[src/rtl/tick_irq_pkg.sv]
`timescale 1ns/1ps
package tick_irq_pkg;
  localparam int RSEL_W    = 2;
  localparam int NUM_RATES = 1 << RSEL_W;

  typedef enum logic {MODE_PULSE = 1'b0, MODE_IRQ = 1'b1} irq_mode_e;

  typedef struct packed {
    irq_mode_e         mode;
    logic [RSEL_W-1:0] rate;
  } period_cfg_t;

  // Next flag value: a new event beats a clear or an automatic release.
  function automatic logic flag_next(logic cur, logic accept, logic clear, logic release_now);
    if (accept) return 1'b1;
    if (clear || release_now) return 1'b0;
    return cur;
  endfunction
endpackage

[src/rtl/tick_irq_cfg.sv]
`timescale 1ns/1ps
module tick_irq_cfg
  import tick_irq_pkg::*;
(
  input  logic                 clk,
  input  logic                 rst_n,
  input  logic [NUM_RATES-1:0] rate_stb,
  input  logic                 cfg_we,
  input  logic                 cfg_mask,
  input  irq_mode_e            cfg_mode,
  input  logic [RSEL_W-1:0]    cfg_rate,
  output logic                 mask_q,
  output logic                 event_stb,
  output irq_mode_e            act_mode
);
  period_cfg_t act_q, pend_q, eff;
  logic        pend_v_q;
  logic [NUM_RATES-1:0] hit;
  logic        apply;

  // While a change is pending, only the new period can produce an event.
  assign eff = pend_v_q ? pend_q : act_q;

  for (genvar i = 0; i < NUM_RATES; i++) begin : g_rate
    assign hit[i] = rate_stb[i] && (eff.rate == RSEL_W'(i));
  end

  assign event_stb = |hit;
  assign apply     = pend_v_q && event_stb;
  assign act_mode  = act_q.mode;

  always_ff @(posedge clk or negedge rst_n) begin
    if (!rst_n) begin
      mask_q   <= 1'b1;
      act_q    <= '{mode: MODE_PULSE, rate: '0};
      pend_q   <= '{mode: MODE_PULSE, rate: '0};
      pend_v_q <= 1'b0;
    end else begin
      if (apply) act_q <= pend_q;
      if (cfg_we) begin
        mask_q   <= cfg_mask;
        pend_q   <= '{mode: cfg_mode, rate: cfg_rate};
        pend_v_q <= 1'b1;
      end else if (apply) begin
        pend_v_q <= 1'b0;
      end
    end
  end

  p_pend_hold_r8: assert property (@(posedge clk) disable iff (!rst_n)
    (pend_v_q && !event_stb && !cfg_we) |=> (pend_v_q && $stable(act_q)));

  p_apply_r8: assert property (@(posedge clk) disable iff (!rst_n)
    (pend_v_q && event_stb) |=> (act_q == $past(pend_q)));

  p_mask_write_r10: assert property (@(posedge clk) disable iff (!rst_n)
    cfg_we |=> (mask_q == $past(cfg_mask)));
endmodule

[src/rtl/tick_irq_flag.sv]
`timescale 1ns/1ps
module tick_irq_flag
  import tick_irq_pkg::*;
#(
  parameter int PULSE_TICKS = 4
) (
  input  logic      clk,
  input  logic      rst_n,
  input  logic      event_stb,
  input  logic      mask_q,
  input  irq_mode_e act_mode,
  input  logic      tick_stb,
  input  logic      flag_we,
  input  logic      flag_wdata,
  output logic      held_q,
  output logic      accept,
  output logic      auto_rel
);
  localparam int CNT_W = $clog2(PULSE_TICKS + 1);
  localparam logic [CNT_W-1:0] CNT_LOAD = CNT_W'(PULSE_TICKS);

  logic [CNT_W-1:0] cnt_q;
  logic             dec, clear;

  assign clear    = flag_we && !flag_wdata;
  assign accept   = event_stb && !held_q && !mask_q;
  assign dec      = held_q && (act_mode == MODE_PULSE) && tick_stb && (cnt_q != '0);
  assign auto_rel = dec && (cnt_q == CNT_W'(1));

  always_ff @(posedge clk or negedge rst_n) begin
    if (!rst_n) begin
      held_q <= 1'b0;
      cnt_q  <= '0;
    end else begin
      held_q <= flag_next(held_q, accept, clear, auto_rel);
      if (accept)   cnt_q <= CNT_LOAD;
      else if (dec) cnt_q <= cnt_q - 1'b1;
    end
  end

  p_set_r4: assert property (@(posedge clk) disable iff (!rst_n)
    accept |=> (held_q && cnt_q == CNT_LOAD));

  p_cnt_range_r4: assert property (@(posedge clk) disable iff (!rst_n)
    cnt_q <= CNT_LOAD);

  p_irq_hold_r5: assert property (@(posedge clk) disable iff (!rst_n)
    (held_q && act_mode == MODE_IRQ && !clear) |=> held_q);

  p_no_reload_r6: assert property (@(posedge clk) disable iff (!rst_n)
    (held_q && event_stb) |=> (cnt_q <= $past(cnt_q)));

  p_w1_noop_r7: assert property (@(posedge clk) disable iff (!rst_n)
    (flag_we && flag_wdata && !held_q && !accept) |=> !held_q);
endmodule

[src/rtl/tick_irq_gen.sv]
`timescale 1ns/1ps
module tick_irq_gen
  import tick_irq_pkg::*;
#(
  parameter int PULSE_TICKS = 4
) (
  input  logic                 clk,
  input  logic                 rst_n,
  input  logic [NUM_RATES-1:0] rate_stb,
  input  logic                 tick_stb,
  input  logic                 cfg_we,
  input  logic                 cfg_mask,
  input  logic                 cfg_irq_mode,
  input  logic [RSEL_W-1:0]    cfg_rate,
  input  logic                 flag_we,
  input  logic                 flag_wdata,
  output logic                 pin_pull_low,
  output logic                 irq_flag
);
  logic      mask_q, event_stb, held_q, accept, auto_rel;
  irq_mode_e act_mode;

  tick_irq_cfg u_cfg (
    .clk       (clk),
    .rst_n     (rst_n),
    .rate_stb  (rate_stb),
    .cfg_we    (cfg_we),
    .cfg_mask  (cfg_mask),
    .cfg_mode  (irq_mode_e'(cfg_irq_mode)),
    .cfg_rate  (cfg_rate),
    .mask_q    (mask_q),
    .event_stb (event_stb),
    .act_mode  (act_mode)
  );

  tick_irq_flag #(.PULSE_TICKS(PULSE_TICKS)) u_flag (
    .clk        (clk),
    .rst_n      (rst_n),
    .event_stb  (event_stb),
    .mask_q     (mask_q),
    .act_mode   (act_mode),
    .tick_stb   (tick_stb),
    .flag_we    (flag_we),
    .flag_wdata (flag_wdata),
    .held_q     (held_q),
    .accept     (accept),
    .auto_rel   (auto_rel)
  );

  assign irq_flag     = held_q;
  assign pin_pull_low = held_q && !mask_q;

  p_mask_quiet_r3: assert property (@(posedge clk) disable iff (!rst_n)
    (mask_q && !irq_flag) |=> !irq_flag);

  p_event_wins_r9: assert property (@(posedge clk) disable iff (!rst_n)
    (accept && flag_we && !flag_wdata) |=> irq_flag);

  p_rel_clears_r4: assert property (@(posedge clk) disable iff (!rst_n)
    (auto_rel && !accept) |=> !irq_flag);
endmodule

[config.mk]
export PLATFORM = sky130hd
export DESIGN_NAME = tick_irq_gen
export DESIGN_NICKNAME = d
export VERILOG_FILES = /design/src/rtl/tick_irq_pkg.sv /design/src/rtl/tick_irq_cfg.sv /design/src/rtl/tick_irq_flag.sv /design/src/rtl/tick_irq_gen.sv
export SDC_FILE = /design/constraint.sdc
export NUM_CORES = 1
export LEC_CHECK = 0
export CORE_UTILIZATION = 46
export CTS_CLUSTER_DIAMETER = 150
export DETAILED_ROUTE_END_ITERATION = 10
export PLACE_DENSITY_LB_ADDON = 0.08
export SLEW_MARGIN = 20
export SYNTH_ARGS = -nofsm -noshare
export SYNTH_HDL_FRONTEND = slang
export SYNTH_HIERARCHICAL = 1
export SYNTH_SLANG_ARGS = --single-unit
[constraint.sdc]
create_clock -name clk -period 2.1 [get_ports clk]
set_clock_uncertainty 0.1 [all_clocks]
set_input_delay 0.525 -clock clk [delete_from_list [all_inputs] [get_ports clk]]
set_output_delay 0.525 -clock clk [all_outputs]
set_load 0.01 [all_outputs]
==> results of run 1 <==
==> through the flow <==
step	setup TNS (ns)	area, sq um
after floorplan	0	651
after detailed placement	-0.00567	827
final	0	865
after CTS	0	863
after global placement	0	827
after global routing	0	865
==> final cells by class <==
type	instances	area share, %
timing repair buffer	16	18.2
multi-input combinational	33	37.8
tap	15	2.17
sequential	12	35.0
clock buffer	4	4.20
inverter	6	2.60
==> cells by family (layout without fill, tap and decap cells) <==
family	Yosys count	in the layout	share of synthesized area, %
buffers and inverters	6	26	3.46
adders and majority gates	3	3	5.77
DFF	12	12	46.3
and+or+nand+nor	8	8	13.1
AOI/OAI and AO/OA	11	11	11.2
muxes	11	11	20.2
==> per-layer routing <==
layer	vias to the layer above	track usage [%]
li1	224	-
met1	204	23.2
met2	11	28.7
met3	0	8.52
met4	0	5.17
met5	-	0
==> sequential cells by signal, indices dropped and copies added (netlist names) <==
register / cells
u_flag/held_q: 1
u_flag/cnt_q: 3
u_cfg/pend_q: 3
u_cfg/pend_v_q: 1
u_cfg/mask_q: 1
u_cfg/act_q: 2
u_cfg/act_mode: 1
==> repair_timing <==
item | 4_1_cts | 5_1_grt
hold buffers | 0 | 0
endpoints found under the setup margin | 0 | 1
resized for setup | 0 | 1
==> where the power goes <==
| group | leakage, uW | internal, uW | switching (uW) |
|---|---|---|---|
| Clock | 0.0000210 | 105 | 73.6 |
| Sequential | 0.000139 | 297 | 57.0 |
| Combinational | 0.000217 | 177 | 122 |
| Total | 0.000377 | 579 | 253 |
==> cell usage after synthesis <==
library cell,count,area [sq um]
dfstp_2,1,26.3
o21ai_1,3,15.0
nand2b_1,1,6.26
dfrtp_1,11,275
a21o_1,1,7.51
or3b_4,1,11.3
o21ai_0,4,20.0
mux2i_1,3,30.0
mux4_2,1,22.5
nand3_1,2,10.0
nand2_1,1,3.75
nor3b_2,1,12.5
ha_1,3,37.5
nor2b_4,1,13.8
mux2_1,6,67.6
inv_1,5,18.8
inv_2,1,3.75
mux2_2,1,11.3
o21ai_2,2,17.5
nand4bb_4,1,27.5
o22ai_2,1,12.5
==> final timing paths <==
check                                       startpoint  slack [ns]                          end  cells after the start
setup / recovery             u_flag/held_q$_DFFE_PN0P_        0.11                 pin_pull_low                      2
setup reg to reg            u_cfg/pend_v_q$_DFFE_PN0P_        0.22  u_flag/cnt_q[2]$_DFFE_PN0P_                      6
min in group asynchronous                        rst_n        0.50    u_flag/held_q$_DFFE_PN0P_                      1
hold / removal             u_cfg/pend_q[2]$_DFFE_PN0P_        0.39  u_cfg/pend_q[2]$_DFFE_PN0P_                      1
hold reg to reg            u_cfg/pend_q[2]$_DFFE_PN0P_        0.39  u_cfg/pend_q[2]$_DFFE_PN0P_                      1
max in group asynchronous                        rst_n        1.02    u_flag/held_q$_DFFE_PN0P_                      1
==> critical path, stage by stage, from the launching register on <==
cell,delay [ns]
dfrtp_2,0.42
nor2b_4,0.15
clkdlybuf4s50_1,0.53
==> impl_metrics.yaml, run 1 <==
die:
  die_x_um: 39.6
  die-area_sq_um: 1570
  top_level_ports: 16
  placementRows: 13
  coreArea_sq_um: 1300
  start_util_pct: 50.0
  die_y_um: 39.6
clock_tree:
  cts-htree-levels: 1
  cts_made_buffers: 3
  post_cts_buffers: 0
  numClockSinks: 12
  cts_tree: "built"
  cts_max_path_buffers: 2
  root_buffer: "clkbuf_4"
  clk_pin_slew_worst_paths_ns: 0.08
  clk_latency_ns: 0.27
timing:
  setup_viol: 0
  slew_headroom_pct: 64.3
  maxSlewViolCount: 0
  tightest_slew_ns: 0.534
  hold_viol_final: 0
  finalCritPeriodShare_pct: 94.8
  max_freq_mhz: 502
  period_needed_ns: 1.99
  finalWorstSetupSlack_ns: 0.109
  rsz0062_at_grt: "no"
  hold-worst-slack_ns: 0.389
route:
  route.met3.wl_um: 46
  drt-total-wl_um: 1150
  vias: 439
  drtIter0Drc: 6
  vias_per_cell: 5.10
  drc_errors: 0
  top_layer_used: "met3"
  dr_wl_met2_um: 552
  drt_pass1_iterations: 4
  met1_length_um: 550
  antenna_left: 0
  wl_per_cell_um: 13.4
synthesis:
  yosysWarnings: 6
  ys_seq_elements: 12
  netlist_area_sq_um: 651
  synthCells: 51
  syn_area_per_cell_sq_um: 12.8
  seq_area_frac_synth_pct: 46.3
  yosysUniqueCellTypes: 21
  syn_nets: 68
finish:
  seq_area_sq_um: 303
  finalNonFillerCells: 86
  mostFrequentLayoutCell: "clkdlybuf4s50_1"
  layout_common_cells: "15 x clkdlybuf4s50_1, 10 x dfrtp_1, 6 x mux2_1, 5 x inv_1, 4 x o21ai_0"
  fillCellCount: 104
  fin_nets: 89
  layout-drive-gt1-share_pct: 23.9
  antennaDiodeCount: 0
  multiInputGateArea_sq_um: 327
  finish.utilization_pct: 66.4
  syn2layout_area_growth_pct: 32.9
pwr:
  total_power_uw: 832
  leakage_uw: 0.000377
  ir_worst_vdd_uv: 641
  powerDensity_nw_per_um2: 962
placed_design:
  io_buffers: 15
  place_ws_ns: -0.00567
  gp_congestion: 0.753
  dp_hpwl_um: 940
  placed_cells: 82
worst_setup_path:
  cp-start-kind: "register"
  crit_arrival_ns: 1.37
  crit_path_end_kind: "primary output"
  worstSetupPathType: "reg -> out"
  crit_fanout: 5
  required_ns: 1.47
global_routing:
  overflow: 0
  grt.total_usage_pct: 18.6
  grt_start_max_net_pins: 13
  grt_pass1_wl_um: 1750
  antenna_found_initial: 0
  grt_pass1_vias: 391
outcome:
  outcome: "complete, no violations"
hold_path:
  hold_path_class: "reg -> reg"
run:
  max_cap_violations: 0
No activity file was read; power rests on OpenSTA's default activity.
==> run 2, diff against run 1 <==
Settings changed: CORE_UTILIZATION 46 to 42.
Clock period 2.1 ns to 1.7 ns, I/O delays scaled along.
==> run 2 against run 1 <==
Effect of this change:
- the flow now finishes with violations (negative setup slack)
- critical path depth grew 4
- die area grew 9.0%
- via count grew 11%
- count of clock-buffer cells in the layout is the same
- worst setup slack lost 0.24 ns
- final cell count grew 7.0%
- core utilization grew 0.77 points
- global-route usage shrank 0.91 points
- worst hold slack lost 0.029 ns
- sequential share of layout area shrank 2.2 points
- clock power grew 20%
- combinational power grew 45%
- largest power group is now combinational cells
==> impl_metrics.yaml, run 2 (same netlist as run 1, synthesis figures left out) <==
clock_tree:
  cts-htree-levels: 1
  cts_made_buffers: 3
  root_buffer: "clkbuf_4"
  clk_pin_slew_worst_paths_ns: 0.07
  cts_tree: "built"
  numClockSinks: 12
  clk_latency_ns: 0.26
  cts_max_path_buffers: 2
die:
  top_level_ports: 16
  die_y_um: 41.4
  start_util_pct: 47.6
  coreArea_sq_um: 1370
  placementRows: 13
  die_x_um: 41.4
  die-area_sq_um: 1710
finish:
  layout-drive-gt1-share_pct: 32.5
  top_regs: "u_cfg/pend_q: 3 flops, u_flag/cnt_q: 3 flops, u_cfg/act_q: 2 flops"
  fin_nets: 95
  layout_common_cells: "13 x clkdlybuf4s50_1, 11 x dfrtp_1, 7 x buf_4, 6 x mux2_1, 5 x inv_1"
  antennaDiodeCount: 0
  finalNonFillerCells: 92
  syn2layout_area_growth_pct: 41.2
  mostFrequentLayoutCell: "clkdlybuf4s50_1"
route:
  drt_pass1_iterations: 4
  vias_per_cell: 5.30
  wl_per_cell_um: 12.5
  vias: 488
  antenna_left: 0
  drc_errors: 0
  drtIter0Drc: 8
  drt-total-wl_um: 1150
worst_setup_path:
  r2r_cells: 6
  r2r_start: "u_cfg/pend_v_q$_DFFE_PN0P_"
  critical-path-max-stage-delay_ns: 0.52
  required_ns: 1.75
  crit_chain: "mux2i_2 > mux4_2 > or3b_4 > inv_2 > o21ai_2 > o21ai_2"
  crit_arrival_ns: 1.88
  cp-start-kind: "register"
  crit_path_end_kind: "register"
  worstSetupStartpoint: "u_cfg/pend_v_q$_DFFE_PN0P_"
  r2r_slack_ns: -0.13
  cpMaxStageDelayCell: "mux4_2"
  crit_fanout: 4
  r2r-end: "u_flag/cnt_q[2]$_DFFE_PN0P_"
  worstSetupPathType: "reg -> reg"
  critPathCapture: "u_flag/cnt_q[2]$_DFFE_PN0P_"
  crit_path_frequent_cell: "o21ai_2"
timing:
  tns_ns: -0.271
  hold_viol_final: 0
  tightest_slew_ns: 0.285
  period_needed_ns: 1.83
  finalWorstSetupSlack_ns: -0.128
  slew_headroom_pct: 80.5
  rsz0062_at_grt: "yes"
  maxSlewViolCount: 0
  finalCritPeriodShare_pct: 108
  max_freq_mhz: 547
  setup_viol: 3
global_routing:
  antenna_found_initial: 0
  grt_pass1_wl_um: 1890
  grt.total_usage_pct: 17.7
  gr-usage-met2_pct: 30.9
  overflow: 0
  use_met1_pct: 21.4
  grt_pass1_vias: 452
  grt_start_max_net_pins: 13
  gr-usage-met3_pct: 6.38
  busiest_layer: "met2"
pwr:
  switching_share_pct: 30.7
  clockPowerShare_pct: 20.1
  pwr-share-comb_pct: 40.4
  leakage_uw: 0.000412
  switchingPower_uw: 330
  p_int_uw: 742
  power_frac_seq_pct: 39.5
  ir_worst_vdd_uv: 621
  powerDensity_nw_per_um2: 1170
hold_path:
  hold_path_class: "in -> async"
outcome:
  violations: "negative setup slack"
  outcome: "complete, but fails checks"
placed_design:
  placed_cells: 86
  gp_congestion: 0.648
  io_buffers: 15
  dp_hpwl_um: 888
run:
  max_cap_violations: 0
[run 2: per-layer routing]
metal	routed length (um)	part of all wire, %
met5	0	0
met4	0	0
met3	78	6.8
met2	600	52
met1	473	41
[run 2: critical path: cells and delay by family (launching register included)]
kind	cells	cell delay [ns]
flip-flops	1	0.38
buffers and inverters	1	0.04
AO/OA/AOI/OAI	2	0.18
multiplexers	2	0.76
AND/OR/NAND/NOR	1	0.27
[run 2: how the worst min path moves through the flow]
stage,from,cells past startpoint,slack [ns],to
floorplan,rst_n,0,0.03,u_cfg/act_mode$_DFFE_PN0P_
global placement,u_cfg/pend_q[2]$_DFFE_PN0P_,1,0.37,u_cfg/pend_q[2]$_DFFE_PN0P_
detailed placement,u_cfg/pend_q[2]$_DFFE_PN0P_,1,0.37,u_cfg/pend_q[2]$_DFFE_PN0P_
CTS,rst_n,2,0.36,u_cfg/pend_q[0]$_DFFE_PN0P_
global route,rst_n,2,0.38,u_flag/held_q$_DFFE_PN0P_
finish,rst_n,2,0.36,u_flag/cnt_q[0]$_DFFE_PN0P_
[run 2: timing repair]
item / in CTS / in global routing
pin swaps: 1 / 0
buffers inserted: 1 / 1
endpoints found under the setup margin: 5 / 5
gates resized for setup: 4 / 2
hold buffers: 0 / 0
[run 2: area by class of cell]
cell class / count / area, sq um
fill: 117 / 448
inverter: 6 / 22.5
clock buffer: 4 / 36.3
sequential: 12 / 302
timing repair buffer: 22 / 200
multi-input combinational: 33 / 339
tap: 15 / 18.8
[run 2: per-stage QoR]
| stage | total power, uW | hold WS, ns | utilization, % | worst slack (ns) | area (sq um) |
|---|---|---|---|---|---|
| 5_1_grt | 1160 | 0.377 | 67.2 | -0.231 | 918 |
| 3_3_place_gp | 826 | 0.367 | 62.7 | -0.277 | 857 |
| 6_report | 1070 | 0.361 | 67.2 | -0.128 | 918 |
| 3_5_place_dp | 842 | 0.372 | 62.7 | -0.331 | 857 |
| 2_1_floorplan | 675 | 0.0294 | - | -0.0766 | 651 |
| 4_1_cts | 1060 | 0.361 | 66.1 | -0.121 | 903 |
[run 2: power groups by stage]
| stage | Combinational [uW] | Clock, uW | Sequential [uW] |
|---|---|---|---|
| after floorplan | 242 | 0 | 433 |
| after global placement | 402 | 0 | 424 |
| after detailed placement | 420 | 0 | 422 |
| after CTS | 420 | 225 | 418 |
| after global routing | 483 | 241 | 436 |
| final | 434 | 215 | 423 |
==> run 3, diff against run 2 <==
Settings changed: ABC_AREA set to 1.
==> run 3 against run 2 <==
Effect of this change:
- the flow now finishes without violations
- wire length rose by 6.2%
- register-to-register slack better by 0.40 ns
- global-route usage increased by 0.21 points
- worst hold slack worse by 0.023 ns
- sequential cell count is the same
- final cell count is 38% higher
- non-clock buffer count shrank 3
- core utilization shrank 7.5 points
- critical path depth decreased by 4
- combinational power is 11% higher
==> impl_metrics.yaml, run 3 <==
finish:
  antennaDiodeCount: 0
  fin_nets: 129
  syn2layout_area_growth_pct: 32.9
  top_regs: "u_cfg/pend_q: 3 flops, u_flag/cnt_q: 3 flops, u_cfg/act_q: 2 flops"
  layout_common_cells: "29 x nand2_1, 14 x inv_1, 14 x nand3_1, 13 x clkdlybuf4s50_1, 11 x dfrtp_1"
  design_area_sq_um: 900
  fillCellCount: 144
  mostFrequentLayoutCell: "nand2_1"
  layout-drive-gt1-share_pct: 15.3
  finalNonFillerCells: 127
  finish.utilization_pct: 59.7
clock_tree:
  cts_max_path_buffers: 2
  cts_tree: "built"
  ctsHoldBuffers: 0
  clk_pin_slew_worst_paths_ns: 0.08
  numClockSinks: 12
  root_buffer: "clkbuf_4"
  clk_latency_ns: 0.28
  cts_made_buffers: 3
  cts-htree-levels: 1
global_routing:
  grt.total_usage_pct: 17.9
  grt_pass1_vias: 560
  overflow: 0
  grt_pass1_wl_um: 2280
  antenna_found_initial: 0
  grt_start_max_net_pins: 13
die:
  coreArea_sq_um: 1510
  die_x_um: 42.1
  start_util_pct: 44.9
  die_y_um: 42.1
  top_level_ports: 16
  die-area_sq_um: 1780
  placementRows: 14
outcome:
  outcome: "complete, no violations"
pwr:
  powerDensity_nw_per_um2: 1290
  ir_worst_vdd_uv: 768
  leakage_uw: 0.000485
  total_power_uw: 1160
timing:
  max_freq_mhz: 607
  maxSlewViolCount: 0
  tns_ns: 0
  slew_headroom_pct: 80.4
  finalCritPeriodShare_pct: 96.8
  rsz0062_at_grt: "no"
  hold_viol_final: 0
  tightest_slew_ns: 0.294
  setup_viol: 0
  period_needed_ns: 1.65
synthesis:
  syn_area_per_cell_sq_um: 7.61
  synthCells: 89
  syn_nets: 106
  yosysWarnings: 6
  netlist_area_sq_um: 677
route:
  antenna_left: 0
  drt_pass1_iterations: 5
  vias_per_cell: 4.71
  drtIter0Drc: 9
  drt-total-wl_um: 1220
  drc_errors: 0
  vias: 598
  wl_per_cell_um: 9.63
placed_design:
  gp_congestion: 0.766
  dp_hpwl_um: 929
  placed_area_sq_um: 851
  placed_cells: 121
  io_buffers: 15
worst_setup_path:
  crit_arrival_ns: 1.12
  cp-start-kind: "register"
  r2r_slack_ns: 0.27
  required_ns: 1.17
  worstSetupPathType: "reg -> out"
  crit_path_end_kind: "primary output"
  crit_fanout: 2
run:
  max_cap_violations: 0
hold_path:
  hold_path_class: "in -> async"
[run 3: final cells by class]
| type | instances | area [sq um] | area share (%) |
|---|---|---|---|
| sequential | 12 | 302 | 33.5 |
| timing repair buffer | 19 | 178 | 19.7 |
| multi-input combinational | 60 | 304 | 33.8 |
| tap | 16 | 20.0 | 2.23 |
| clock buffer | 4 | 36.3 | 4.03 |
| inverter | 16 | 60.1 | 6.68 |
[run 3: timing repair]
| action | in CTS | in global routing |
|---|---|---|
| resized for setup | 2 | 0 |
| buffers inserted | 1 | 1 |
| pin swaps | 0 | 0 |
| endpoints found under the setup margin | 2 | 1 |
[run 3: worst max-delay path, cell delays in order, from the launching register on]
cell and delay [ns]:
dfstp_2 0.54, nor2_2 0.04, dlygate4sd2_1 0.27
[run 3: final timing paths]
path | start | endpoint | depth (start not counted)
min in group clk | u_cfg/pend_q[2]$_DFFE_PN0P_ | u_cfg/pend_q[2]$_DFFE_PN0P_ | 2
worst min-delay path | rst_n | u_cfg/act_q[0]$_DFFE_PN0P_ | 2
worst max-delay path | u_cfg/mask_q$_DFFE_PN1P_ | pin_pull_low | 2
max in group asynchronous | rst_n | u_cfg/mask_q$_DFFE_PN1P_ | 2
worst min register to register | u_cfg/pend_q[2]$_DFFE_PN0P_ | u_cfg/pend_q[2]$_DFFE_PN0P_ | 2
worst max register to register | u_cfg/pend_v_q$_DFFE_PN0P_ | u_cfg/act_q[1]$_DFFE_PN0P_ | 8
[run 3: where the power goes]
part | internal, uW | switching, uW | total (uW)
combinational | 222 | 259 | 481
clock | 130 | 99.9 | 230
sequential | 374 | 74.4 | 449
total | 727 | 433 | 1160
[run 3: per-layer routing]
metal	share of wire (%)	GRT usage, %
met3	5.6	6.47
met5	0	0
met1	49	22.8
met4	2.8	11.9
met2	43	25.3
[run 3: through the flow]
stage	setup slack, ns	hold slack (ns)
floorplan	0.398	0.0294
global placement	0.0603	0.356
detailed placement	0.0433	0.361
CTS	0.0143	0.339
global route	0.0243	0.350
finish	0.0538	0.338
